### src/rtl/uart_irq_prio.sv
module uart_irq_prio #(
  parameter int CW = 7,
  parameter int DEPTH = 64
) (
  input  logic          clk,
  input  logic          rst_n,
  input  logic [6:0]    irq_en,
  input  logic          fifo_on,
  input  logic          rx_err_any,
  input  logic          rx_timeout,
  input  logic [CW-1:0] rx_count,
  input  logic [CW-1:0] rx_trig,
  input  logic [CW-1:0] tx_count,
  input  logic [CW-1:0] tx_trig,
  input  logic          msr_change,
  input  logic          io_change,
  input  logic          xoff_det,
  input  logic          xon_det,
  input  logic          special_det,
  input  logic          cts_n,
  input  logic          rts_n,
  input  logic          iir_rd,
  input  logic          msr_rd,
  input  logic          io_rd,
  output logic [5:0]    iir_code,
  output logic          irq_n
);
  localparam logic [5:0] C_NONE = 6'b000001;
  localparam logic [5:0] C_LS   = 6'b000110;
  localparam logic [5:0] C_TO   = 6'b001100;
  localparam logic [5:0] C_RXD  = 6'b000100;
  localparam logic [5:0] C_TX   = 6'b000010;
  localparam logic [5:0] C_MS   = 6'b000000;
  localparam logic [5:0] C_IO   = 6'b001110;
  localparam logic [5:0] C_FLOW = 6'b010000;
  localparam logic [5:0] C_PIN  = 6'b100000;
  localparam logic [CW:0] DEP   = (CW+1)'(DEPTH);

  logic tx_q, tx_prev, msr_q, io_q, xoff_q, spec_q, pin_q, cts_prev, rts_prev;
  logic rx_ready, tx_cond, tx_set, pin_set, pend;
  logic [CW:0] tx_room;

  assign rx_ready = fifo_on ? (rx_count >= rx_trig) : (rx_count != '0);
  assign tx_room  = DEP - {1'b0, tx_count};
  assign tx_cond  = fifo_on ? (tx_room >= {1'b0, tx_trig}) : (tx_count == '0);
  assign tx_set   = tx_cond & ~tx_prev;
  assign pin_set  = (cts_n & ~cts_prev) | (rts_n & ~rts_prev);

  always_comb begin
    iir_code = C_NONE;
    if (irq_en[6] && pin_q)             iir_code = C_PIN;
    if (irq_en[5] && (xoff_q || spec_q)) iir_code = C_FLOW;
    if (irq_en[4] && io_q)              iir_code = C_IO;
    if (irq_en[3] && msr_q)             iir_code = C_MS;
    if (irq_en[1] && tx_q)              iir_code = C_TX;
    if (irq_en[0] && rx_ready)          iir_code = C_RXD;
    if (irq_en[0] && rx_timeout)        iir_code = C_TO;
    if (irq_en[2] && rx_err_any)        iir_code = C_LS;
  end

  assign pend = (irq_en[2] & rx_err_any) | (irq_en[0] & (rx_timeout | rx_ready)) |
                (irq_en[1] & tx_q) | (irq_en[3] & msr_q) | (irq_en[4] & io_q) |
                (irq_en[5] & (xoff_q | spec_q)) | (irq_en[6] & pin_q);

  always_ff @(posedge clk) begin
    if (!rst_n) begin
      tx_q <= 1'b0; tx_prev <= 1'b0; msr_q <= 1'b0; io_q <= 1'b0;
      xoff_q <= 1'b0; spec_q <= 1'b0; pin_q <= 1'b0;
      cts_prev <= 1'b1; rts_prev <= 1'b1; irq_n <= 1'b1;
    end else begin
      tx_prev  <= tx_cond;
      cts_prev <= cts_n;
      rts_prev <= rts_n;
      irq_n    <= ~pend;
      if (tx_set) tx_q <= 1'b1;
      else if (!tx_cond || (iir_rd && iir_code == C_TX)) tx_q <= 1'b0;
      if (msr_change) msr_q <= 1'b1;
      else if (msr_rd) msr_q <= 1'b0;
      if (io_change) io_q <= 1'b1;
      else if (io_rd) io_q <= 1'b0;
      if (xoff_det) xoff_q <= 1'b1;
      else if (xon_det) xoff_q <= 1'b0;
      if (special_det) spec_q <= 1'b1;
      else if (iir_rd && iir_code == C_FLOW) spec_q <= 1'b0;
      if (pin_set) pin_q <= 1'b1;
      else if (iir_rd && iir_code == C_PIN) pin_q <= 1'b0;
    end
  end
endmodule


### config.mk
export PLATFORM = sky130hd
export DESIGN_NAME = uart_irq_prio
export DESIGN_NICKNAME = d
export VERILOG_FILES = /design/src/rtl/uart_irq_prio.sv
export SDC_FILE = /design/constraint.sdc
export NUM_CORES = 1
export LEC_CHECK = 0
export BUFFER_PORTS_ARGS = -buffer_cell sky130_fd_sc_hd__buf_2
export CORE_UTILIZATION = 47
export DETAILED_ROUTE_END_ITERATION = 6
export GPL_ROUTABILITY_DRIVEN = 0
export HOLD_SLACK_MARGIN = 0.1
export PLACE_DENSITY = 0.89
export SLEW_MARGIN = 0
export SYNTH_ARGS = -nofsm -noshare
export SYNTH_HDL_FRONTEND = slang
export SYNTH_SLANG_ARGS = --single-unit
### constraint.sdc
create_clock -name clk -period 2.6 [get_ports clk]
set_input_delay 0.13 -clock clk [delete_from_list [all_inputs] [get_ports clk]]
set_output_delay 0.13 -clock clk [all_outputs]
set_load 0.05 [all_outputs]
# After elaboration in Yosys (flattened, before gate mapping)
# Index checks and enable logic that the tools add are counted.
op_classes:
  n_eq_ne: 3
  muxes: 22
  n_reduce_logical: 22
  order_cmp: 2
  bitwise_logic: 23
  addsub: 1
ops:
  columns: ["operator", "n"]
  rows:
  - ["6-bit two-way mux", 8]
  - ["1-bit two-way mux", 14]
  - ["2-bit nonzero test", 6]
  - ["1-bit logical AND", 11]
  - ["1-bit AND", 10]
  - ["1-bit OR", 9]
  - ["8-bit by 7-bit greater-or-equal comparator with 1-bit output", 1]
  - ["7-bit by 7-bit subtractor with 8-bit output (first input constant)", 1]
  - ["7-bit greater-or-equal comparator", 1]
  - ["7-bit logical NOT", 1]
  - ["7-bit nonzero test", 1]
  - ["6-bit by 2-bit equality test with 1-bit output (second input constant)", 1]
  - ["6-bit by 5-bit equality test with 1-bit output (second input constant)", 1]
  - ["6-bit equality test (second input constant)", 1]
  - ["1-bit NOT", 4]
  - ["1-bit logical OR", 2]
  - ["1-bit logical NOT", 1]
totals:
  reg_bits: 10
  out_inout_bits: 7
  inputBits: 50
  elab_cells: 83

# Logic depth before layout (Yosys ltp)
# Gate-level depths: netlist (run 1).
depth:
  word_depth: 14
  depth_mapped: 10
  depth_no_buf: 10

# Least setup slack after synthesis (run 1)
# Ideal clock, no wire load.
synth_timing:
  path_type: "input -> output"
  start: "in rx_count[4]"
  end: "out iir_code[5]"
  path_buffers: 0
  required_ns: 2.470
  path_stages: 4
  arrival_time_ns: 2.480
  path_slack_ns: -0.010
  cell_sequence: "or4_4 o21ai_4 a31oi_4 nor4_1"
synth_via:
  elab_chain_len: 6
  word_cells_on_any_way: 7
  classes_between: "1 x order compare; 4 x mux; 2 x reduce/logical"
synth_rtl:
  columns: ["item", "line", "rtl"]
  rows:
  - ["from (decl)", "11", "input logic [CW-1:0] rx_count,"]
  - ["7-bit greater-or-equal comparator / 7-bit nonzero test (equally long branches)", "43", "assign rx_ready = fifo_on ? (rx_count >= rx_trig) : (rx_count != '0);"]
  - ["1-bit two-way mux *", "43", null]
  - ["1-bit logical AND *", "56", "if (irq_en[0] && rx_ready) iir_code = C_RXD;"]
  - ["6-bit two-way mux *", "56", null]
  - ["6-bit two-way mux *", "57", "if (irq_en[0] && rx_timeout) iir_code = C_TO;"]
  - ["6-bit two-way mux *", "58", "if (irq_en[2] && rx_err_any) iir_code = C_LS;"]
  - ["to (decl)", "25", "output logic [5:0] iir_code,"]
# Mark *: on every way between the ends. The rest lies on a longest branch, timed or not.

# Final worst setup path (run 1)
# Same ends and word-level chain as after synthesis.

==> results of run 1 <==
## power by group through the flow
stage	combinational [mW]	clock, mW	sequential (mW)
global route	0.222	0.149	0.170
floorplan	0.115	0	0.176
CTS	0.199	0.140	0.168
global placement	0.182	0	0.171
finish	0.200	0.136	0.168
detailed placement	0.192	0	0.172
## Yosys cell counts (all sizes together)
cell type | number | share of area
and3 | 1 | 0.0064
a221oi | 1 | 0.0089
nand3 | 5 | 0.030
nor2 | 3 | 0.011
a21o | 1 | 0.0076
and2 | 1 | 0.0064
a41oi | 1 | 0.0089
o31ai | 3 | 0.023
a31oi | 2 | 0.028
nor2b | 5 | 0.032
dfxtp | 10 | 0.20
nor3 | 5 | 0.025
nor3b | 1 | 0.0076
nor4 | 1 | 0.0064
nand2 | 18 | 0.069
inv | 20 | 0.076
o311a | 1 | 0.010
a21oi | 5 | 0.025
or4 | 2 | 0.023
ha | 15 | 0.19
clkbuf | 1 | 0.0038
o2111ai | 1 | 0.0089
o21a | 3 | 0.023
and4b | 1 | 0.011
o21ai | 9 | 0.057
o2111a | 1 | 0.011
nand4 | 1 | 0.0064
a31o | 1 | 0.0089
xnor2 | 3 | 0.027
nand2b | 3 | 0.019
xor2 | 2 | 0.018
o22ai | 1 | 0.0064
## per-stage QoR
stage | worst slack, ns | hold slack (ns) | instance area, sq um
floorplan | 0.318 | 0.226 | 991
global placement | 0.713 | 0.319 | 1300
detailed placement | 0.631 | 0.322 | 1300
CTS | 0.814 | 0.124 | 1390
global route | 0.744 | 0.127 | 1390
finish | 0.810 | 0.126 | 1390
## cell type report
type	instances	area (sq um)	share of cell area
clock buffer	4	36.3	0.0261
inverter	20	75.1	0.0541
multi-input combinational	97	712	0.513
sequential	10	200	0.144
tap	27	33.8	0.0243
timing repair buffer	61	330	0.238
## sequential cells by signal, summed over array words and instances, names as in the netlist
name and flops:
irq_n 1, io_q 1, cts_prev 1, pin_q 1, msr_q 1, tx_q 1
tx_prev 1, spec_q 1, rts_prev 1, xoff_q 1
## kinds of logic (layout without fill, tap and decap cells)
group,after synthesis,in the layout
flops,10,10
compound gates,30,30
buf+inv,21,85
xor+xnor,5,5
simple gates,47,47
fa+ha+maj,15,15
## worst max-delay path, cell delays in order
cell,delay (ns)
buf_2,0.11
or4_4,0.54
o21ai_4,0.20
a31oi_4,0.07
nor4_2,0.30
buf_2,0.31
## routing by layer
layer  vias to the layer above  GRT usage  wire length (um)
li1                        585          -                 -
met1                       512      0.253               977
met2                        55      0.535              1450
met3                         2     0.0264               173
met4                         0     0.0889                 8
met5                         -          0                 0
## cells in the final DEF (no fill, tap or decap), drive strengths merged
cell	count
a21o	1
a21oi	5
a221oi	1
a31o	1
a31oi	2
a41oi	1
and2	1
and3	1
and4b	1
buf	56
clkbuf	4
dfxtp	10
dlygate4sd3	5
ha	15
inv	20
nand2	18
nand2b	3
nand3	5
nand4	1
nor2	3
nor2b	5
nor3	5
nor3b	1
nor4	1
o2111a	1
o2111ai	1
o21a	3
o21ai	9
o22ai	1
o311a	1
o31ai	3
or4	2
xnor2	3
xor2	2
## how the worst min path moves through the flow
stage                     slack (ns)                   to  startpoint
after floorplan                 0.23  cts_prev$_SDFF_PN1_       cts_n
after global placement          0.32  rts_prev$_SDFF_PN1_       rts_n
after detailed placement        0.32  rts_prev$_SDFF_PN1_       rts_n
after CTS                       0.12     irq_n$_SDFF_PN1_       rst_n
after global routing            0.13     irq_n$_SDFF_PN1_       rst_n
final                           0.13  rts_prev$_SDFF_PN1_       rst_n
==> impl_metrics.env, run 1 <==
export IMPL_first_iter_violations=29
export IMPL_die_h_um=47.8
export IMPL_worstSetupEndpointType="primary output"
export IMPL_numPortBuffers=56
export IMPL_drive_gt1_frac=0.354
export IMPL_synth_cell_area_sq_um=985
export IMPL_maxCapViolCount=0
export IMPL_io_pins=57
export IMPL_p_int_uw=334
export IMPL_design_core_area_sq_um=1960
export IMPL_ant_nets=0
export IMPL_tritoncts="done"
export IMPL_r2r_start="tx_q$_SDFFE_PN0P_"
export IMPL_slew_limit_headroom=0.741
export IMPL_fin_crit_sh=0.689
export IMPL_status="finished clean"
export IMPL_clock_sinks=10
export IMPL_worst_pin_slew_ns=0.386
export IMPL_wl_per_cell_um=11.9
export IMPL_vias=1154
export IMPL_track_usage=0.257
export IMPL_rsz0062_at_grt="false"
export IMPL_htreeDepth=1
export IMPL_drt_pass1_iter_count=4
export IMPL_p_leak_nw=0.750
export IMPL_ff2ff_setup_slack_ns=1.34
export IMPL_worst_clock_skew_ns=0.00697
export IMPL_hold_viol=0
export IMPL_final_util=0.707
export IMPL_ir_worst_vdd_mv=0.199
export IMPL_maxSlewViolCount=0
export IMPL_rows=16
export IMPL_holdPathStages=2
export IMPL_crit_end="iir_code[5]"
export IMPL_yosys_warnings=0
export IMPL_nFillCells=170
export IMPL_dp_hpwl_um=2150
export IMPL_setup_tns_ns=0
export IMPL_drc=0
export IMPL_reg2reg_depth=4
export IMPL_clk_pin_slew_ns=0.06
export IMPL_synth_compound_gate_area_share=0.227
export IMPL_cts_resized=0
export IMPL_critPathLaunchType="primary input"
export IMPL_syn_nets=193
export IMPL_r2r_end="tx_q$_SDFFE_PN0P_"
export IMPL_dieArea_sq_um=2280
export IMPL_antenna_found_initial=0
export IMPL_synth_distinct_cells=36
export IMPL_start_util=0.502
export IMPL_p_clk_frac=0.270
export IMPL_finalCriticalPeriod_ns=1.79
export IMPL_insertion_delay_ns=0.26
export IMPL_p_sw_frac=0.337
export IMPL_synth_avg_cell_area_sq_um=7.69
export IMPL_grt_pass1_vias=1104
export IMPL_p_per_area_nw_per_um2=363
export IMPL_ys_seq_area_frac=0.203
export IMPL_cp_max_fo=6
export IMPL_critPathArrivalTime_ns=1.66
export IMPL_nNetsFinal=258
export IMPL_hold_class="in2reg"
export IMPL_synthSimpleGateAreaFrac=0.254
export IMPL_power_frac_seq=0.334
export IMPL_cts_setup_buffers=0
export IMPL_fin_cells=219
export IMPL_die_w_um=47.8
export IMPL_crit_type="in2out"
export IMPL_grt_pass1_wl_um=4150
export IMPL_viasPerCell=5.27
export IMPL_final_setup_viol_count=0
export IMPL_synthCells=128
export IMPL_required_ns=2.47
export IMPL_power_uw=504
export IMPL_synth_mux_area_frac=0
export IMPL_p_comb_frac=0.396
export IMPL_synthAdderAreaFrac=0.191
export IMPL_cts_buffers=3
export IMPL_switchingPower_uw=170
export IMPL_n_antenna_cell=0
export IMPL_root_buffer="clkbuf_4"
export IMPL_placedCellCount=210
export IMPL_hold_buffers=5
export IMPL_finalWirelength_um=2610
export IMPL_synth_top_family_by_area="simple AND/OR/NAND/NOR gates"
export IMPL_ys_ff_latch=10
export IMPL_timing_fmax_ghz=0.559
export IMPL_grt_overflow_total=0
export IMPL_startpoint="rx_count[4]"
export IMPL_area_growth_pct=40.9
export IMPL_grt_max_degree=10
export IMPL_cts_buffer_depth=2
export IMPL_yosys_area_share_xor_xnor=0.0445
Power figures use the tool's default switching activity.
==> inputs of run 2 (changes only) <==
--- a/config.mk
+++ b/config.mk
@@ -6,11 +6,11 @@
 export NUM_CORES = 1
 export LEC_CHECK = 0
 export BUFFER_PORTS_ARGS = -buffer_cell sky130_fd_sc_hd__buf_2
-export CORE_UTILIZATION = 47
+export CORE_UTILIZATION = 43
 export DETAILED_ROUTE_END_ITERATION = 6
 export GPL_ROUTABILITY_DRIVEN = 0
 export HOLD_SLACK_MARGIN = 0.1
-export PLACE_DENSITY = 0.89
+export PLACE_DENSITY = 0.83
 export SLEW_MARGIN = 0
 export SYNTH_ARGS = -nofsm -noshare
 export SYNTH_HDL_FRONTEND = slang
==> constraint.sdc (replaced) <==
create_clock -name clk -period 1.8 [get_ports clk]
set_input_delay 0.09 -clock clk [delete_from_list [all_inputs] [get_ports clk]]
set_output_delay 0.09 -clock clk [all_outputs]
set_load 0.05 [all_outputs]
==> run 2 against run 1 <==
Cell count grew 2.3%. Utilization shrank 0.52 points. Critical path type unchanged. Critical path depth grew 1. Wire length grew 4.1%. Sequential share of layout area shrank 0.60 points. Non-clock buffer count grew 5. Largest power group unchanged. Global-route usage shrank 3.0 points. Clock-buffer cell count is the same. Highest routed layer unchanged.
==> impl_metrics.env, run 2 (synthesis gave the netlist of run 1 again) <==
export IMPL_tritoncts="done"
export IMPL_grt_busiest_layer="met2"
export IMPL_maxCapViolCount=0
export IMPL_worst_pin_slew_ns=0.338
export IMPL_ant_nets=0
export IMPL_maxSlewViolCount=0
export IMPL_final_util=0.702
export IMPL_rows=16
export IMPL_grt_max_degree=10
export IMPL_final_setup_viol_count=0
export IMPL_holdWs_ns=0.109
export IMPL_drc=0
export IMPL_dieArea_sq_um=2490
export IMPL_slew_limit_headroom=0.775
export IMPL_first_iter_violations=38
export IMPL_cts_buffers=3
export IMPL_clk_pin_slew_ns=0.07
export IMPL_n_antenna_cell=0
export IMPL_viasPerCell=5.23
export IMPL_hold_viol=0
export IMPL_grt_overflow_total=0
export IMPL_crit_end="iir_code[3]"
export IMPL_die_h_um=49.9
export IMPL_fin_crit_sh=0.925
export IMPL_status="finished clean"
export IMPL_hold_start="special_det"
export IMPL_wl_per_cell_um=12.1
export IMPL_worstSetupEndpointType="primary output"
export IMPL_cts_buffer_depth=2
export IMPL_worst_clock_skew_ns=0.00290
export IMPL_root_buffer="clkbuf_4"
export IMPL_r2r_end="pin_q$_SDFFE_PN0P_"
export IMPL_htreeDepth=1
export IMPL_design_area_sq_um=1450
export IMPL_clock_sinks=10
export IMPL_grt_util_met3=0.0309
export IMPL_critPathArrivalTime_ns=1.57
export IMPL_rsz0062_at_grt="false"
export IMPL_cp_top_family="compound AO/OA/AOI/OAI gates"
export IMPL_path_cells="buf_2, ha_1, and3_1, nand2_1, a31oi_4, o31ai_2, buf_2"
export IMPL_area_growth_pct=47.0
export IMPL_p_per_area_nw_per_um2=516
export IMPL_p_leak_nw=0.772
export IMPL_hold_class="in2reg"
export IMPL_critPathLaunchType="primary input"
export IMPL_timing_fmax_ghz=0.601
export IMPL_cp_max_fo=6
export IMPL_ir_worst_vdd_mv=0.328
export IMPL_crit_buf_inv=2
export IMPL_drive_gt1_frac=0.360
export IMPL_met2_usage=0.435
export IMPL_numPortBuffers=56
export IMPL_io_pins=57
export IMPL_cts_setup_buffers=0
export IMPL_finalCriticalPeriod_ns=1.66
export IMPL_track_usage=0.227
export IMPL_ff2ff_setup_slack_ns=0.48
export IMPL_design_core_area_sq_um=2060
export IMPL_nNetsFinal=263
export IMPL_grt_pass1_vias=1130
export IMPL_final_common_cell="buf_2"
export IMPL_reg2reg_depth=4
export IMPL_insertion_delay_ns=0.27
export IMPL_crit_cells=7
export IMPL_vias=1172
export IMPL_startpoint="rx_count[6]"
export IMPL_antenna_found_initial=0
export IMPL_die_w_um=49.9
export IMPL_grt_use_met1=0.251
export IMPL_crit_path_top_delay_cell="ha_1"
export IMPL_nFillCells=170
export IMPL_r2r_start="xoff_q$_SDFFE_PN0P_"
export IMPL_required_ns=1.71
export IMPL_cpPeakStageDelay_ns=0.32
export IMPL_grt_pass1_wl_um=4400
export IMPL_dp_hpwl_um=2230
export IMPL_start_util=0.478
export IMPL_drt_pass1_iter_count=4
export IMPL_crit_type="in2out"
export IMPL_crit_top_cell="buf_2"
export IMPL_dpl_cell_area_sq_um=1320
export IMPL_layout_common_cells="55 x buf_2, 20 x inv_1, 18 x nand2_1"
export IMPL_finalWirelength_um=2720
## run 2: worst min path at each step
stage / end / cells after the start
after floorplan: cts_prev$_SDFF_PN1_ / 2
after global placement: cts_prev$_SDFF_PN1_ / 3
after detailed placement: cts_prev$_SDFF_PN1_ / 3
after CTS: spec_q$_SDFFE_PN0P_ / 3
after global routing: io_q$_SDFFE_PN0P_ / 3
final: spec_q$_SDFFE_PN0P_ / 3
## run 2: repair_timing
action / CTS / global route
resized for setup: 0 / 2
endpoints found under the hold margin: 7 / 0
setup endpoints to repair: 0 / 1
hold buffers: 9 / 0
## run 2: layout make-up
| cell class | count | area [sq um] | area share |
|---|---|---|---|
| Multi-Input combinational cell | 97 | 722 | 0.499 |
| Clock buffer | 4 | 36.3 | 0.0251 |
| Tap cell | 27 | 33.8 | 0.0233 |
| Sequential cell | 10 | 200 | 0.138 |
| Inverter | 20 | 75.1 | 0.0519 |
| Timing Repair Buffer | 66 | 380 | 0.263 |
## run 2: report_power, final
group | total, mW | switching, mW | internal [mW]
Sequential | 0.243 | 0.00652 | 0.237
Combinational | 0.299 | 0.168 | 0.131
Clock | 0.205 | 0.0820 | 0.123
## run 2: stage by stage
stage | power, mW | cells | setup WS [ns] | TNS [ns]
after detailed placement | 0.530 | 211 | -0.0427 | -0.0427
after CTS | 0.744 | 224 | 0.102 | 0
after global placement | 0.515 | 211 | 0.0334 | 0
after global routing | 0.793 | 224 | 0.0304 | 0
after floorplan | 0.423 | 128 | -0.167 | -0.167
final | 0.747 | 224 | 0.136 | 0
## run 2: tightest hold or removal path: stages
cell and delay, ns:
buf_2 0.11, inv_1 0.04, a41oi_1 0.09
## run 2: metal layers
metal  wire length (um)  part of all wire
met1               1060              0.39
met2               1430              0.53
met3                216             0.079
met4                  7            0.0026
met5                  0                 0
==> inputs of run 3 (changes only) <==
--- a/config.mk
+++ b/config.mk
@@ -6,6 +6,8 @@
 export NUM_CORES = 1
 export LEC_CHECK = 0
 export BUFFER_PORTS_ARGS = -buffer_cell sky130_fd_sc_hd__buf_2
+export CORE_ASPECT_RATIO = 0.75
+export CORE_MARGIN = 1.5
 export CORE_UTILIZATION = 43
 export DETAILED_ROUTE_END_ITERATION = 6
 export GPL_ROUTABILITY_DRIVEN = 0
==> run 3 against run 2 <==
The run now ends with design-rule violations left. Critical path depth shrank 2. Wire length increased by 5.2%. Die area is 4.2% higher. Flip-flop and latch count unchanged. Register-to-register slack lost 0.13 ns. Critical path type is now reg2out. Critical endpoint unchanged. Highest routed layer unchanged.
==> impl_metrics.env, run 3 (synthesis gave the netlist of run 1 again) <==
export IMPL_viasPerCell=5.40
export IMPL_grt_max_degree=10
export IMPL_power_uw=768
export IMPL_slew_limit_headroom=0.749
export IMPL_critPathLaunchType="flop"
export IMPL_rsz0062_at_grt="false"
export IMPL_root_buffer="clkbuf_4"
export IMPL_area_growth_pct=48.2
export IMPL_drt_pass1_iter_count=6
export IMPL_insertion_delay_ns=0.28
export IMPL_finalWirelength_um=2860
export IMPL_fin_crit_sh=0.951
export IMPL_wl_per_cell_um=12.8
export IMPL_p_leak_nw=0.781
export IMPL_final_common_cell="buf_2"
export IMPL_hold_class="in2reg"
export IMPL_die_w_um=58.3
export IMPL_clk_pin_slew_ns=0.08
export IMPL_critPathArrivalTime_ns=1.62
export IMPL_design_core_area_sq_um=2080
export IMPL_track_usage=0.233
export IMPL_design_area_sq_um=1460
export IMPL_dieArea_sq_um=2590
export IMPL_setup_ws_ns=0.0879
export IMPL_rows=14
export IMPL_worst_clock_skew_ns=0.00508
export IMPL_htreeDepth=1
export IMPL_vias=1204
export IMPL_dpl_cell_area_sq_um=1320
export IMPL_cts_buffer_depth=2
export IMPL_grt_pass1_vias=1166
export IMPL_hold_start="special_det"
export IMPL_maxSlewViolCount=0
export IMPL_worstSetupEndpointType="primary output"
export IMPL_timing_fmax_ghz=0.584
export IMPL_holdWs_ns=0.0974
export IMPL_ant_nets=0
export IMPL_first_iter_violations=35
export IMPL_clock_sinks=10
export IMPL_maxCapViolCount=0
export IMPL_p_per_area_nw_per_um2=526
export IMPL_crit_type="reg2out"
export IMPL_io_pins=57
export IMPL_finalCriticalPeriod_ns=1.71
export IMPL_grt_pass1_wl_um=4720
export IMPL_r2r_start="xoff_q$_SDFFE_PN0P_"
export IMPL_n_antenna_cell=0
export IMPL_ir_worst_vdd_mv=0.294
export IMPL_final_setup_viol_count=0
export IMPL_start_util=0.472
export IMPL_startpoint="io_q$_SDFFE_PN0P_"
export IMPL_hold_viol=0
export IMPL_status="finished with violations"
export IMPL_grt_overflow_total=0
export IMPL_cp_max_fo=3
export IMPL_nNetsFinal=265
export IMPL_place_ws_ns=-0.0260
export IMPL_worst_pin_slew_ns=0.376
export IMPL_drc=2
export IMPL_cts_buffers=3
export IMPL_failed_checks="design-rule violations"
export IMPL_drive_gt1_frac=0.367
export IMPL_numPortBuffers=56
export IMPL_die_h_um=44.4
export IMPL_layout_common_cells="55 x buf_2, 20 x inv_1, 18 x nand2_1"
export IMPL_antenna_found_initial=0
export IMPL_tritoncts="done"
export IMPL_required_ns=1.71
export IMPL_dp_hpwl_um=2330
==> run 3: changes by cell type in the layout (fill, tap and decap cells not counted) <==
cell / change
clkbuf_4: +1
buf_4: +1
==> run 3: critical path, stage by stage (launching register included) <==
cell and delay, ns:
dfxtp_1 0.34, nand2_1 0.08, a21oi_1 0.24, nand2_1 0.16, o31ai_2 0.22, buf_2 0.31
==> run 3: cell type report <==
type                       count  area (sq um)
clock buffer                   4          36.3
inverter                      20          75.1
sequential                    10           200
timing repair buffer          68           395
fill                         166           626
multi-input combinational     97           722
tap                           24          30.0
==> run 3: layer usage <==
| layer | GRT usage | share of wire | vias to the layer above |
|---|---|---|---|
| met1 | 0.256 | 0.37 | 548 |
| li1 | - | - | 591 |
| met2 | 0.452 | 0.53 | 61 |
| met4 | 0.0651 | 0.011 | 0 |
| met5 | 0 | 0 | - |
| met3 | 0.0526 | 0.091 | 4 |
==> run 3: per-stage QoR <==
step           cells  TNS, ns  utilization
3_3_place_gp     208        0        0.631
4_1_cts          221        0        0.691
3_5_place_dp     208  -0.0260        0.631
2_1_floorplan    128   -0.167            -
5_1_grt          223        0        0.700
6_report         223        0        0.700
==> run 3: final timing paths <==
check | end | slack, ns | cells past startpoint
min | spec_q$_SDFFE_PN0P_ | 0.1 | 3
max reg2reg | pin_q$_SDFFE_PN0P_ | 0.35 | 5
min reg2reg | tx_q$_SDFFE_PN0P_ | 0.56 | 2
max | iir_code[3] | 0.09 | 5
==> run 3: report_power, final <==
group | switching (mW) | internal (mW) | leakage, nW | total (mW)
Sequential | 0.00680 | 0.237 | 0.0835 | 0.243
Combinational | 0.171 | 0.138 | 0.677 | 0.308
Clock | 0.0927 | 0.123 | 0.0210 | 0.216
==> run 3: what timing repair did <==
item / CTS / global route
hold buffers: 9 / 0
gates resized for setup: 0 / 1
endpoints found under the setup margin: 0 / 1
buffers inserted: 0 / 2
hold endpoints to repair: 7 / 0
